## src/rtl/dotf_pkg.sv

```systemverilog
package dotf_pkg;
  // signed quotient digit, two's complement, legal range -9..+9
  typedef logic signed [4:0] sdig_t;

  localparam sdig_t DIG_MAX = 5'sd9;
  localparam sdig_t DIG_MIN = -5'sd9;

  // source picked for a running register on each digit
  typedef enum logic {SRC_Q = 1'b0, SRC_QM = 1'b1} src_t;
endpackage

```

## src/rtl/dotf_append.sv

```systemverilog
// Next values of the running quotient and quotient-minus-one registers.
module dotf_append
  import dotf_pkg::*;
#(
  parameter int NDIG = 8
) (
  input  logic [4*NDIG-1:0] q_cur,
  input  logic [4*NDIG-1:0] qm_cur,
  input  sdig_t             dig,
  output logic [4*NDIG-1:0] q_nxt,
  output logic [4*NDIG-1:0] qm_nxt
);
  localparam int W = 4 * NDIG;

  src_t       q_src;
  src_t       qm_src;
  sdig_t      dq_s;
  sdig_t      dqm_s;
  logic [W-1:0] q_base;
  logic [W-1:0] qm_base;

  always_comb begin
    if (dig > 5'sd0) begin
      q_src  = SRC_Q;
      qm_src = SRC_Q;
      dq_s   = dig;
      dqm_s  = dig - 5'sd1;
    end else if (dig == 5'sd0) begin
      q_src  = SRC_Q;
      qm_src = SRC_QM;
      dq_s   = 5'sd0;
      dqm_s  = 5'sd9;
    end else begin
      q_src  = SRC_QM;
      qm_src = SRC_QM;
      dq_s   = dig + 5'sd10;
      dqm_s  = dig + 5'sd9;
    end
  end

  assign q_base  = (q_src == SRC_QM) ? qm_cur : q_cur;
  assign qm_base = (qm_src == SRC_QM) ? qm_cur : q_cur;

  // shift one decade up (top digit drops, arithmetic is modulo 10^NDIG)
  assign q_nxt  = {q_base[W-5:0], dq_s[3:0]};
  assign qm_nxt = {qm_base[W-5:0], dqm_s[3:0]};
endmodule

```

## src/rtl/dotf_bcd_inc.sv

```systemverilog
// Ripple BCD incrementer over NDIG digits.
module dotf_bcd_inc #(
  parameter int NDIG = 7
) (
  input  logic [4*NDIG-1:0] val,
  input  logic              inc,
  output logic [4*NDIG-1:0] sum,
  output logic              carry
);
  logic [NDIG:0] cy;

  assign cy[0] = inc;

  for (genvar i = 0; i < NDIG; i++) begin : g_dig
    logic [3:0] a;
    logic       is9;
    assign a   = val[4*i +: 4];
    assign is9 = (a == 4'd9);
    assign sum[4*i +: 4] = cy[i] ? (is9 ? 4'd0 : a + 4'd1) : a;
    assign cy[i+1]       = cy[i] & is9;
  end

  assign carry = cy[NDIG];
endmodule

```

## src/rtl/dotf_rne.sv

```systemverilog
// Final selection, half-even rounding and exactness.
module dotf_rne #(
  parameter int P = 7
) (
  input  logic [4*(P+1)-1:0] q_cur,
  input  logic [4*(P+1)-1:0] qm_cur,
  input  logic               rem_neg,
  input  logic               rem_zero,
  output logic [4*P-1:0]     coef,
  output logic               carry,
  output logic               exact
);
  localparam int W = 4 * (P + 1);

  logic [W-1:0]   trunc;
  logic [3:0]     guard;
  logic [4*P-1:0] upper;
  logic           sticky;
  logic           round_up;

  // a negative remainder means the true value lies below the running quotient
  assign trunc  = (rem_neg && !rem_zero) ? qm_cur : q_cur;
  assign guard  = trunc[3:0];
  assign upper  = trunc[W-1:4];
  assign sticky = !rem_zero;

  always_comb begin
    if (guard > 4'd5)      round_up = 1'b1;
    else if (guard < 4'd5) round_up = 1'b0;
    else                   round_up = sticky | upper[0];
  end

  dotf_bcd_inc #(.NDIG(P)) i_inc (
    .val   (upper),
    .inc   (round_up),
    .sum   (coef),
    .carry (carry)
  );

  assign exact = rem_zero && (guard == 4'd0);
endmodule

```

## src/rtl/dec_otf_round.sv

```systemverilog
module dec_otf_round
  import dotf_pkg::*;
#(
  parameter int P = 7
) (
  input  logic           clk,
  input  logic           rst_n,
  input  logic           start,
  input  logic           dig_valid,
  input  logic [4:0]     dig,
  input  logic           fin_valid,
  input  logic           rem_neg,
  input  logic           rem_zero,
  output logic           res_valid,
  output logic [4*P-1:0] res_coef,
  output logic           res_carry,
  output logic           res_exact
);
  localparam int NDIG = P + 1;
  localparam int W    = 4 * NDIG;
  localparam int CW   = $clog2(NDIG + 1);
  localparam logic [CW-1:0] CNT_FULL = CW'(NDIG);

  logic [W-1:0]   q_r, q_n, qm_r, qm_n;
  logic [W-1:0]   q_app, qm_app;
  logic [CW-1:0]  cnt_r, cnt_n;
  logic           vld_r, vld_n;
  logic [4*P-1:0] coef_r, coef_n, coef_c;
  logic           carry_r, carry_n, carry_c;
  logic           exact_r, exact_n, exact_c;
  sdig_t          dig_s;

  assign dig_s = sdig_t'(dig);

  dotf_append #(.NDIG(NDIG)) i_append (
    .q_cur  (q_r),
    .qm_cur (qm_r),
    .dig    (dig_s),
    .q_nxt  (q_app),
    .qm_nxt (qm_app)
  );

  dotf_rne #(.P(P)) i_rne (
    .q_cur    (q_r),
    .qm_cur   (qm_r),
    .rem_neg  (rem_neg),
    .rem_zero (rem_zero),
    .coef     (coef_c),
    .carry    (carry_c),
    .exact    (exact_c)
  );

  // next-state
  always_comb begin
    q_n     = q_r;
    qm_n    = qm_r;
    cnt_n   = cnt_r;
    coef_n  = coef_r;
    carry_n = carry_r;
    exact_n = exact_r;
    vld_n   = fin_valid;
    if (start) begin
      q_n   = '0;
      qm_n  = {NDIG{4'd9}};   // zero minus one, modulo 10^NDIG
      cnt_n = '0;
    end else if (dig_valid) begin
      q_n  = q_app;
      qm_n = qm_app;
      if (cnt_r != CNT_FULL) cnt_n = cnt_r + CW'(1);
    end
    if (fin_valid) begin
      coef_n  = coef_c;
      carry_n = carry_c;
      exact_n = exact_c;
    end
  end

  // registers
  always_ff @(posedge clk or negedge rst_n) begin
    if (!rst_n) begin
      q_r     <= '0;
      qm_r    <= {NDIG{4'd9}};
      cnt_r   <= '0;
      vld_r   <= 1'b0;
      coef_r  <= '0;
      carry_r <= 1'b0;
      exact_r <= 1'b0;
    end else begin
      q_r     <= q_n;
      qm_r    <= qm_n;
      cnt_r   <= cnt_n;
      vld_r   <= vld_n;
      coef_r  <= coef_n;
      carry_r <= carry_n;
      exact_r <= exact_n;
    end
  end

  assign res_valid = vld_r;
  assign res_coef  = coef_r;
  assign res_carry = carry_r;
  assign res_exact = exact_r;

  // only legal signed digits enter the recurrence registers
  assert_digit_range_R2: assert property (@(posedge clk) disable iff (!rst_n)
    dig_valid |-> (dig_s >= DIG_MIN && dig_s <= DIG_MAX));

  // finishing happens only after exactly P+1 digits
  assert_full_count_R2: assert property (@(posedge clk) disable iff (!rst_n)
    fin_valid |-> (cnt_r == CNT_FULL));

  // a start pulse empties the digit counter
  assert_start_clears_R3: assert property (@(posedge clk) disable iff (!rst_n)
    start |=> (cnt_r == '0));

  // result strobe follows the finish strobe by one cycle
  assert_valid_follows_R11: assert property (@(posedge clk) disable iff (!rst_n)
    fin_valid |=> res_valid);

  assert_valid_only_R11: assert property (@(posedge clk) disable iff (!rst_n)
    !fin_valid |=> !res_valid);

  // outputs hold between finishes
  assert_result_hold_R11: assert property (@(posedge clk) disable iff (!rst_n)
    !fin_valid |=> ($stable(res_coef) && $stable(res_carry) && $stable(res_exact)));

  // a nonzero remainder never yields an exact result
  assert_inexact_R10: assert property (@(posedge clk) disable iff (!rst_n)
    (fin_valid && !rem_zero) |=> !res_exact);
endmodule

```

## config.mk

```make
export PLATFORM = sky130hd
export DESIGN_NAME = dec_otf_round
export DESIGN_NICKNAME = d
export VERILOG_FILES = /design/src/rtl/dotf_pkg.sv /design/src/rtl/dotf_append.sv /design/src/rtl/dotf_bcd_inc.sv /design/src/rtl/dotf_rne.sv /design/src/rtl/dec_otf_round.sv
export SDC_FILE = /design/constraint.sdc
export NUM_CORES = 1
export LEC_CHECK = 0
export BUFFER_PORTS_ARGS = -buffer_cell sky130_fd_sc_hd__buf_4
export CAP_MARGIN = 25
export CORE_ASPECT_RATIO = 0.7
export CORE_UTILIZATION = 65
export CTS_BUF_LIST = sky130_fd_sc_hd__clkbuf_4 sky130_fd_sc_hd__clkbuf_8 sky130_fd_sc_hd__clkbuf_16
export DETAILED_ROUTE_END_ITERATION = 8
export PLACE_DENSITY = 0.86
export SLEW_MARGIN = 30
export SYNTH_ARGS = -nofsm -noshare
export SYNTH_HDL_FRONTEND = slang
export SYNTH_SLANG_ARGS = --single-unit
```

## constraint.sdc

```tcl
create_clock -name clk -period 5.5 [get_ports clk]
set_input_delay 1.1 -clock clk [delete_from_list [all_inputs] [get_ports clk]]
set_output_delay 1.1 -clock clk [all_outputs]
set_load 0.02 [all_outputs]
```

==> results of run 1 <==
-- power by group through the flow --
stage	Sequential, mW	Clock, mW	Combinational, mW
floorplan	0.856	0	0.223
global placement	0.838	0	0.359
detailed placement	0.843	0	0.373
CTS	0.831	0.629	0.375
global route	0.840	0.655	0.409
finish	0.833	0.619	0.377
-- path summary, 6_finish.rpt --
path / cells after the start / end / slack (ns) / startpoint
worst max register to register: 8 / res_coef[25] / 2.46 / qm_r[7]
max in group asynchronous: 2 / res_coef[11] / 3.69 / rst_n
min in group asynchronous: 1 / q_r[1] / 0.75 / rst_n
worst max-delay path: 10 / res_coef[25] / 1.82 / rem_zero
worst min-delay path: 2 / res_carry / 0.50 / res_carry
worst min register to register: 2 / res_carry / 0.50 / res_carry
-- through the flow --
step / instance area (um^2) / hold slack, ns / worst slack [ns] / power (mW)
final: 6400 / 0.499 / 1.82 / 1.83
after floorplan: 5750 / 0.490 / 2.16 / 1.08
after detailed placement: 6110 / 0.476 / 1.50 / 1.22
after global routing: 6400 / 0.520 / 1.61 / 1.90
after CTS: 6400 / 0.497 / 1.86 / 1.84
after global placement: 6090 / 0.477 / 1.69 / 1.20
-- state kept, by name (all words and copies together) (netlist names) --
signal / flops
q_r: 32
qm_r: 32
res_coef: 28
res_carry: 1
res_exact: 1
res_valid: 1
-- cells in the mapped netlist, drive strengths merged (2+ instances only) --
cell type	number
a211oi	45
a21oi	40
a22o	2
a31o	4
a31oi	15
and3	6
and4bb	3
buf	16
clkbuf	27
dfrtp	79
dfstp	16
ha	5
inv	16
mux2	17
mux2i	76
nand2	44
nand2b	4
nand3	11
nand3b	2
nand4	3
nor2	94
nor2b	4
nor3	6
nor4	3
nor4bb	6
o21a	2
o21ai	9
o2bb2ai	3
or2	15
or3	2
or4	3
xnor2	13
xor2	10
-- metal layers --
layer  share of wire (%)  wire [um]
met1                  43       6100
met4                 1.9        270
met3                 6.1        874
met2                  49       6980
met5                   0          0
-- area by class of cell --
type / count / share of cell area (%)
clock buffers: 10 / 3.64
repair buffers: 48 / 5.83
inverters: 16 / 0.938
flip-flops and latches: 95 / 37.5
clock inverters: 6 / 0.958
well taps: 120 / 2.35
multi-input cells: 462 / 48.8
-- cells by family after synthesis --
| group | Yosys count | share of synthesized area (%) |
|---|---|---|
| AOI/OAI and AO/OA | 129 | 14.8 |
| buffers and inverters | 59 | 4.26 |
| adders and majority gates | 5 | 1.09 |
| xor gates and xnor gates | 23 | 3.50 |
| and+or+nand+nor | 212 | 18.1 |
| muxes | 93 | 16.6 |
| DFF | 95 | 41.7 |
-- worst max-delay path: stages --
cell                       delay (ns)
sky130_fd_sc_hd__buf_4           0.18
sky130_fd_sc_hd__nand2b_2        0.19
sky130_fd_sc_hd__buf_4           0.42
sky130_fd_sc_hd__a31oi_1         0.15
sky130_fd_sc_hd__or4_1           0.55
sky130_fd_sc_hd__nor4_2          0.30
sky130_fd_sc_hd__buf_4           0.22
sky130_fd_sc_hd__nand3b_1        0.20
sky130_fd_sc_hd__or3_1           0.41
sky130_fd_sc_hd__a31oi_1         0.19
==> run metrics, run 1 <==
number of top-level pins 43; global-route met2 utilization 55.5%; sequential group share of total power 45.5%; remaining design rule violation count 0; post-route antenna net violation count 0; Critical Path Source Type primary input; synthesized instance count 616; switching share of power 30.1%; total of endpoints with negative setup slack in the final report 0; Antenna Diode Count 0; Bufs on Longest Clock Path 2; global-route wire length before repair 22,900 um; share of the synthesized area in the top cell type 34.4%; pin count of the biggest net entering global routing 68; die outline area 9240 um^2; combinational power share 20.6%; number of nets in the synthesized netlist 633; relative area change from synthesis to final layout 11.2%; number of endpoints with negative hold slack in the final report 0; yosys synthesis warning count 0; drt via density 6.30; largest cells by area after synthesis sky130_fd_sc_hd__dfrtp_1, sky130_fd_sc_hd__mux2i_1, sky130_fd_sc_hd__dfstp_2; crit share post-route 67.0%; Post-CTS Hold Fix Bufs 0; x dimension of the die 114 um; worst vdd rail ir drop 0.000194 V; sequential cell area in the final layout 2400 um^2; most common cell after layout, fill and taps aside sky130_fd_sc_hd__nor2_1; aggregate negative setup slack 0 ns; worst hold path type register to register; peak clock frequency supported by timing 272 MHz; critical path class primary input to register; actual transition at the worst max-transition pin 0.703 ns; overall global routing resource usage 32.3%; non-filler instance count after layout 757; DIE HEIGHT 80.7 um; antenna violations before repair 0; PostCTS Resize Cnt 0; final-stage net count 649; max-cap check violation count 0; Seq cells post-synth 95; iteration-0 DRC count of the detailed router 396; total global routing overflow 0; RSZ-0062 raised after global routing false; placer congestion estimate 0.919; Leakage Power 2.89 nW; mean post-synth cell area 9.34 um^2; share of flip-flops with an asynchronous set or reset 100%; dominant synthesized flop cell sky130_fd_sc_hd__dfrtp_1; CTS tree done; worst relative slew slack 51.8%; Worst Setup End Kind register; internal power of the cells 1.28 mW; cell taking the most area after synthesis sky130_fd_sc_hd__dfrtp_1; synthesized cell area 5750 um^2; grt met1 use 41.1%; CTS clk-pin slew, worst paths 0.06 ns; floorplan core area 8510 um^2; global-route met3 utilization 6.04%; post-synthesis sequential area ratio 41.7%; number of vias after detailed routing 4,771; H-Tree Level Count 3; number of global-route vias before repair 4,586; leading cell types in the layout, fill and taps excluded sky130_fd_sc_hd__nor2_1, sky130_fd_sc_hd__dfrtp_1, sky130_fd_sc_hd__mux2i_1; number of buffers inserted by post-CTS setup repair 0; signal arrival time at the worst endpoint 3.94 ns; clock insertion delay at the later pin of the skew report 0.35 ns; initial core utilization 67.6%; most utilized layer in the global route result met2; DPL Wire Length 9440 um; fin. max-slew vios 0; first-pass detailed-route iteration total 4; total placed cells including tap cells 741; part of the power in the clock network 33.8%; count of flip-flops with a built-in enable after synthesis 0; count of unique library cells instantiated by Yosys 57; Fin Clk Skew 0.00751 ns; NetSw 0.550 mW; post-layout minimum cycle time 3.68 ns; post-detailed-route wirelength per cell 18.8 um; area of the multi-input gates 3130 um^2; Layout fillers 618; power density relative to cell area 286 nW/um^2; quantity of I/O buffers inserted on ports 42; core occupancy in the finished layout 75.2%; worst-path fanout max 36; result of the run completed; required arrival time at the worst endpoint 5.76 ns; Std-Cell Rows 28; layout cell share with drive strength beyond 1 19.5%; CTS Root Cell sky130_fd_sc_hd__clkbuf_16; CTS sink count 95; WL final 14,200 um; TritonCTS buffer count 9
Power figures use the tool's default switching activity.
==> run 2: changes to the inputs <==
Settings changed: CORE_UTILIZATION 65 to 55, PLACE_DENSITY 0.86 to 0.78.
Clock period 5.5 ns to 3.1 ns, I/O delays scaled along.
==> run metrics, run 2 (same netlist as run 1, synthesis figures left out) <==
result of the run completed; Critical Path Source Type register; Fin Clk Skew 0.00847 ns (+0.000953 ns); PostCTS Resize Cnt 0 (unchanged); worst vdd rail ir drop 0.000368 V (+90%); core occupancy in the finished layout 66.1% (-9.1 points); number of top-level pins 43 (unchanged); Worst Setup Slack, final 0.157 ns (-1.66 ns); post-detailed-route wirelength per cell 18.5 um (-1.3%); post-route antenna net violation count 0 (unchanged); x dimension of the die 124 um (+8.6%); crit share post-route 94.9%; WL final 14,500 um (+1.5%); DIE HEIGHT 87.6 um (+8.5%); Placement Setup Slack -0.0159 ns (-1.52 ns); NetSw 1.01 mW (+84%); Leakage Power 2.96 nW (+2.4%); clock insertion delay at the later pin of the skew report 0.35 ns (about the same); signal arrival time at the worst endpoint 3.18 ns (-0.76 ns); overall global routing resource usage 27.7% (-4.6 points); Post-Layout Inst Area 6550 um^2 (+2.3%); required arrival time at the worst endpoint 3.34 ns (-2.42 ns); TritonCTS buffer count 9 (unchanged); max-cap check violation count 0 (unchanged); drt via density 6.29 (-0.14%); worst relative slew slack 56.7% (+4.9 points); CTS Root Cell sky130_fd_sc_hd__clkbuf_16; antenna violations before repair 0 (unchanged); worst-path fanout max 10 (-72%); number of global-route vias before repair 4,718 (+2.9%); DPL Wire Length 9590 um (+1.6%); placer congestion estimate 0.915 (-0.44%); final-stage net count 663 (+2.2%); die outline area 10,900 um^2 (+18%); Worst Setup End Kind register; global-route wire length before repair 23,900 um (+4.5%); combinational power share 21.0% (+0.4 points); actual transition at the worst max-transition pin 0.650 ns (-0.0533 ns); worst hold path type primary input to async pin; iteration-0 DRC count of the detailed router 467 (+18%); initial core utilization 58.1% (-9.5 points); part of the power in the clock network 34.4% (+0.6 points); CTS clk-pin slew, worst paths 0.07 ns (about the same); number of vias after detailed routing 4,903 (+2.8%); sequential group share of total power 44.6% (-0.9 points); peak clock frequency supported by timing 340 MHz; CTS tree done; total of endpoints with negative setup slack in the final report 0 (unchanged); Layout fillers 783 (+27%); Antenna Diode Count 0 (unchanged); post-layout minimum cycle time 2.94 ns; first-pass detailed-route iteration total 5 (+1); number of endpoints with negative hold slack in the final report 0 (unchanged); remaining design rule violation count 0 (unchanged); power density relative to cell area 505 nW/um^2 (+77%); relative area change from synthesis to final layout 13.8%; Post-Place Cell Area 6250 um^2 (+2.3%); RSZ-0062 raised after global routing false; most common cell after layout, fill and taps aside sky130_fd_sc_hd__nor2_1; layout cell share with drive strength beyond 1 21.2% (+1.7 points); number of buffers inserted by post-CTS setup repair 0 (unchanged); floorplan core area 9910 um^2 (+16%); pin count of the biggest net entering global routing 64 (-5.9%); total global routing overflow 0 (unchanged); depth of the worst register-to-register path 8 (unchanged); fin. max-slew vios 0 (unchanged); internal power of the cells 2.30 mW (+79%); Post-CTS Hold Fix Bufs 0 (unchanged); Bufs on Longest Clock Path 2 (unchanged); H-Tree Level Count 3 (unchanged); Std-Cell Rows 30 (+7.1%); switching share of power 30.5% (+0.47 points); critical path class register to register; CTS sink count 95 (unchanged); quantity of I/O buffers inserted on ports 42 (unchanged); leading cell types in the layout, fill and taps excluded sky130_fd_sc_hd__nor2_1, sky130_fd_sc_hd__dfrtp_1, sky130_fd_sc_hd__mux2i_1
[run 2: final cells by class]
| cell class | instances | area [um^2] | area share [%] |
|---|---|---|---|
| multi-input combinational | 462 | 3130 | 47.7 |
| sequential | 95 | 2400 | 36.6 |
| timing repair buffer | 62 | 503 | 7.68 |
| clock buffer | 10 | 233 | 3.56 |
| tap | 128 | 160 | 2.45 |
| clock inverter | 6 | 67.6 | 1.03 |
| inverter | 16 | 60.1 | 0.917 |
[run 2: final timing paths]
| path | endpoint | slack (ns) | start |
|---|---|---|---|
| worst min register to register | res_coef[15] | 0.49 | res_coef[15] |
| worst min-delay path | qm_r[25] | 0.25 | rst_n |
| min in group clk | res_coef[15] | 0.49 | res_coef[15] |
| worst max register to register | res_coef[20] | 0.16 | qm_r[7] |
| max in group asynchronous | qm_r[11] | 2.10 | rst_n |
| worst max-delay path | res_coef[20] | 0.16 | qm_r[7] |
[run 2: power by group through the flow]
stage                     logic [mW]  clock network, mW  registers [mW]
after floorplan                0.396                  0            1.52
after global placement         0.671                  0            1.49
after detailed placement       0.688                  0            1.49
after CTS                      0.693               1.15            1.47
after global routing           0.757               1.20            1.49
final                          0.694               1.14            1.47
[run 2: metal layers]
layer / vias to the layer above / track usage (%) / wire [um]
met5: - / 0 / 0
met4: 0 / 10.2 / 268
met3: 30 / 5.99 / 960
met2: 206 / 42.9 / 6600
met1: 2402 / 38.5 / 6620
li1: 2265 / - / -
[run 2: through the flow]
stage	hold slack [ns]	power (mW)	TNS [ns]	instances
2_1_floorplan	0.324	1.91	0	616
3_3_place_gp	0.478	2.16	0	763
3_5_place_dp	0.479	2.18	-0.0222	763
4_1_cts	0.262	3.31	0	779
5_1_grt	0.282	3.45	0	779
6_report	0.252	3.30	0	779
[run 2: worst max-delay path, cell delays in order (launching register included)]
cell and delay (ns):
sky130_fd_sc_hd__dfstp_2 0.58, sky130_fd_sc_hd__nor4bb_1 0.34, sky130_fd_sc_hd__a31oi_1 0.09, sky130_fd_sc_hd__or4_1 0.61, sky130_fd_sc_hd__nor4_2 0.47, sky130_fd_sc_hd__buf_4 0.25, sky130_fd_sc_hd__nand3_1 0.11, sky130_fd_sc_hd__xnor2_1 0.13
sky130_fd_sc_hd__mux2_2 0.26
==> run 3: changes to the inputs <==
Settings changed: ABC_CLOCK_PERIOD_IN_PS from default to 3100, REMOVE_ABC_BUFFERS from default to 1.
==> run metrics, run 3 (same netlist as run 1, synthesis figures left out) <==
DPL Wire Length 10,100 um (+5.7%); most common cell after layout, fill and taps aside sky130_fd_sc_hd__nor2_1; leading cell types in the layout, fill and taps excluded sky130_fd_sc_hd__nor2_1, sky130_fd_sc_hd__dfrtp_1, sky130_fd_sc_hd__mux2i_1; CTS Root Cell sky130_fd_sc_hd__clkbuf_16; number of vias after detailed routing 4,809 (-1.9%); Bufs on Longest Clock Path 2 (unchanged); reg-to-reg endpoint res_coef[17]; RSZ-0062 raised after global routing false; Critical Path Source Type register; Std-Cell Rows 30 (unchanged); total global routing overflow 0 (unchanged); antenna violations before repair 0 (unchanged); area of the multi-input gates 3130 um^2 (unchanged); worst relative slew slack 55.7% (-0.99 points); H-Tree Level Count 3 (unchanged); clock insertion delay at the later pin of the skew report 0.35 ns (about the same); CTS tree done; WL final 14,700 um (+2.1%); number of endpoints with negative hold slack in the final report 0 (unchanged); worst hold margin 0.252 ns (+0.000455 ns); required arrival time at the worst endpoint 3.38 ns (+0.04 ns); Worst Setup Slack, final 0.247 ns (+0.0903 ns); quantity of I/O buffers inserted on ports 42 (unchanged); DIE HEIGHT 87.6 um (unchanged); sequential cell area in the final layout 2400 um^2 (unchanged); Layout fillers 807 (+3.1%); grt met1 use 42.6% (+4.0 points); iteration-0 DRC count of the detailed router 444 (-4.9%); power density relative to cell area 495 nW/um^2 (-2.0%); Post-Layout Inst Area 6530 um^2 (-0.27%); worst hold path type primary input to async pin; most utilized layer in the global route result met2; post-detailed-route wirelength per cell 18.9 um (+1.8%); initial core utilization 58.1% (unchanged); Placement Setup Slack 0.0372 ns (+0.0531 ns); critical path class register to register; launch point of the worst reg-to-reg path qm_r[7]; global-route wire length before repair 24,400 um (+2.0%); first-pass detailed-route iteration total 5 (unchanged); post-layout minimum cycle time 2.85 ns (-0.0903 ns); layout cell share with drive strength beyond 1 21.4% (+0.24 points); Post-Place Cell Area 6250 um^2 (about the same); Antenna Diode Count 0 (unchanged); CTS sink count 95 (unchanged); total of endpoints with negative setup slack in the final report 0 (unchanged); worst vdd rail ir drop 0.000334 V (-9.4%); Leakage Power 2.96 nW (-0.11%); PostCTS Resize Cnt 0 (unchanged); CTS clk-pin slew, worst paths 0.07 ns (about the same); overall global routing resource usage 28.5% (+0.82 points); Worst Setup End Kind register; global-route met2 utilization 42.9% (+0.050 points); number of top-level pins 43 (unchanged); fin. max-slew vios 0 (unchanged); TritonCTS buffer count 9 (unchanged); number of buffers inserted by post-CTS setup repair 0 (unchanged); crit share post-route 92.0% (-2.9 points); global-route met3 utilization 5.68% (-0.31 points); max-cap check violation count 0 (unchanged); Fin Clk Skew 0.00803 ns (-0.000434 ns); post-route antenna net violation count 0 (unchanged); drt via density 6.16 (-2.2%); setup slack, reg-to-reg 0.25 ns (+0.09 ns); peak clock frequency supported by timing 351 MHz (+3.2%); floorplan core area 9910 um^2 (unchanged); die outline area 10,900 um^2 (unchanged); depth of the worst register-to-register path 7 (-1); worst-path fanout max 5 (-5); final-stage net count 665 (+0.30%); relative area change from synthesis to final layout 13.5%; remaining design rule violation count 0 (unchanged); Post-CTS Hold Fix Bufs 0 (unchanged); signal arrival time at the worst endpoint 3.13 ns (-0.05 ns); pin count of the biggest net entering global routing 66 (+3.1%); number of global-route vias before repair 4,540 (-3.8%); x dimension of the die 124 um (unchanged); placer congestion estimate 0.929 (+1.5%); actual transition at the worst max-transition pin 0.665 ns (+0.0149 ns); result of the run completed
-- run 3: cell types whose count changed in the layout (fill, tap and decap cells not counted) --
cell,delta
sky130_fd_sc_hd__buf_12,-1
sky130_fd_sc_hd__clkbuf_8,+1
sky130_fd_sc_hd__clkinv_2,+1
sky130_fd_sc_hd__buf_4,+3
sky130_fd_sc_hd__inv_6,-2
sky130_fd_sc_hd__bufinv_16,-1
sky130_fd_sc_hd__clkinv_4,+1
-- run 3: per-stage QoR --
step / instances / total power, mW / util, % / TNS (ns)
2_1_floorplan: 573 / 1.87 / - / -23.86
3_3_place_gp: 765 / 2.16 / 63.1 / 0
3_5_place_dp: 765 / 2.18 / 63.1 / 0
4_1_cts: 781 / 3.23 / 65.9 / 0
5_1_grt: 781 / 3.37 / 65.9 / 0
6_report: 781 / 3.23 / 65.9 / 0
-- run 3: worst max-delay path by stage --
stage             start      endpoint  slack (ns)  cells past startpoint
4_1_cts         qm_r[7]  res_coef[17]        0.27                      7
3_5_place_dp   rem_zero  res_coef[17]        0.04                      8
6_report        qm_r[7]  res_coef[17]        0.25                      7
5_1_grt         qm_r[7]  res_coef[26]      0.0007                      8
2_1_floorplan  rem_zero  res_coef[25]       -0.96                      7
3_3_place_gp   rem_zero  res_coef[17]        0.12                      8
-- run 3: metal layers --
layer | vias up | share of wire (%)
li1 | 2260 | -
met1 | 2374 | 49
met2 | 162 | 44
met3 | 13 | 6.7
met4 | 0 | 0.86
met5 | - | 0
-- run 3: cell type report --
| type | instances | share of cell area, % |
|---|---|---|
| Multi-Input combinational cell | 462 | 47.9 |
| Clock inverter | 5 | 0.517 |
| Clock buffer | 11 | 3.78 |
| Tap cell | 128 | 2.45 |
| Sequential cell | 95 | 36.7 |
| Timing Repair Buffer | 64 | 7.74 |
| Inverter | 16 | 0.920 |
-- run 3: where the power goes --
group	leakage [nW]	total, mW	switching, mW	internal, mW
sequential	1.19	1.48	0.123	1.36
clock	0.135	1.06	0.483	0.574
combinational	1.63	0.691	0.394	0.298
-- run 3: worst max-delay path: stages, from the launching register on --
cell and delay, ns:
sky130_fd_sc_hd__dfstp_2 0.59, sky130_fd_sc_hd__nor4bb_1 0.28, sky130_fd_sc_hd__a31oi_1 0.09, sky130_fd_sc_hd__or4_1 0.60, sky130_fd_sc_hd__or4_4 0.59, sky130_fd_sc_hd__nor2_1 0.14, sky130_fd_sc_hd__mux2_2 0.35, sky130_fd_sc_hd__a21oi_1 0.13
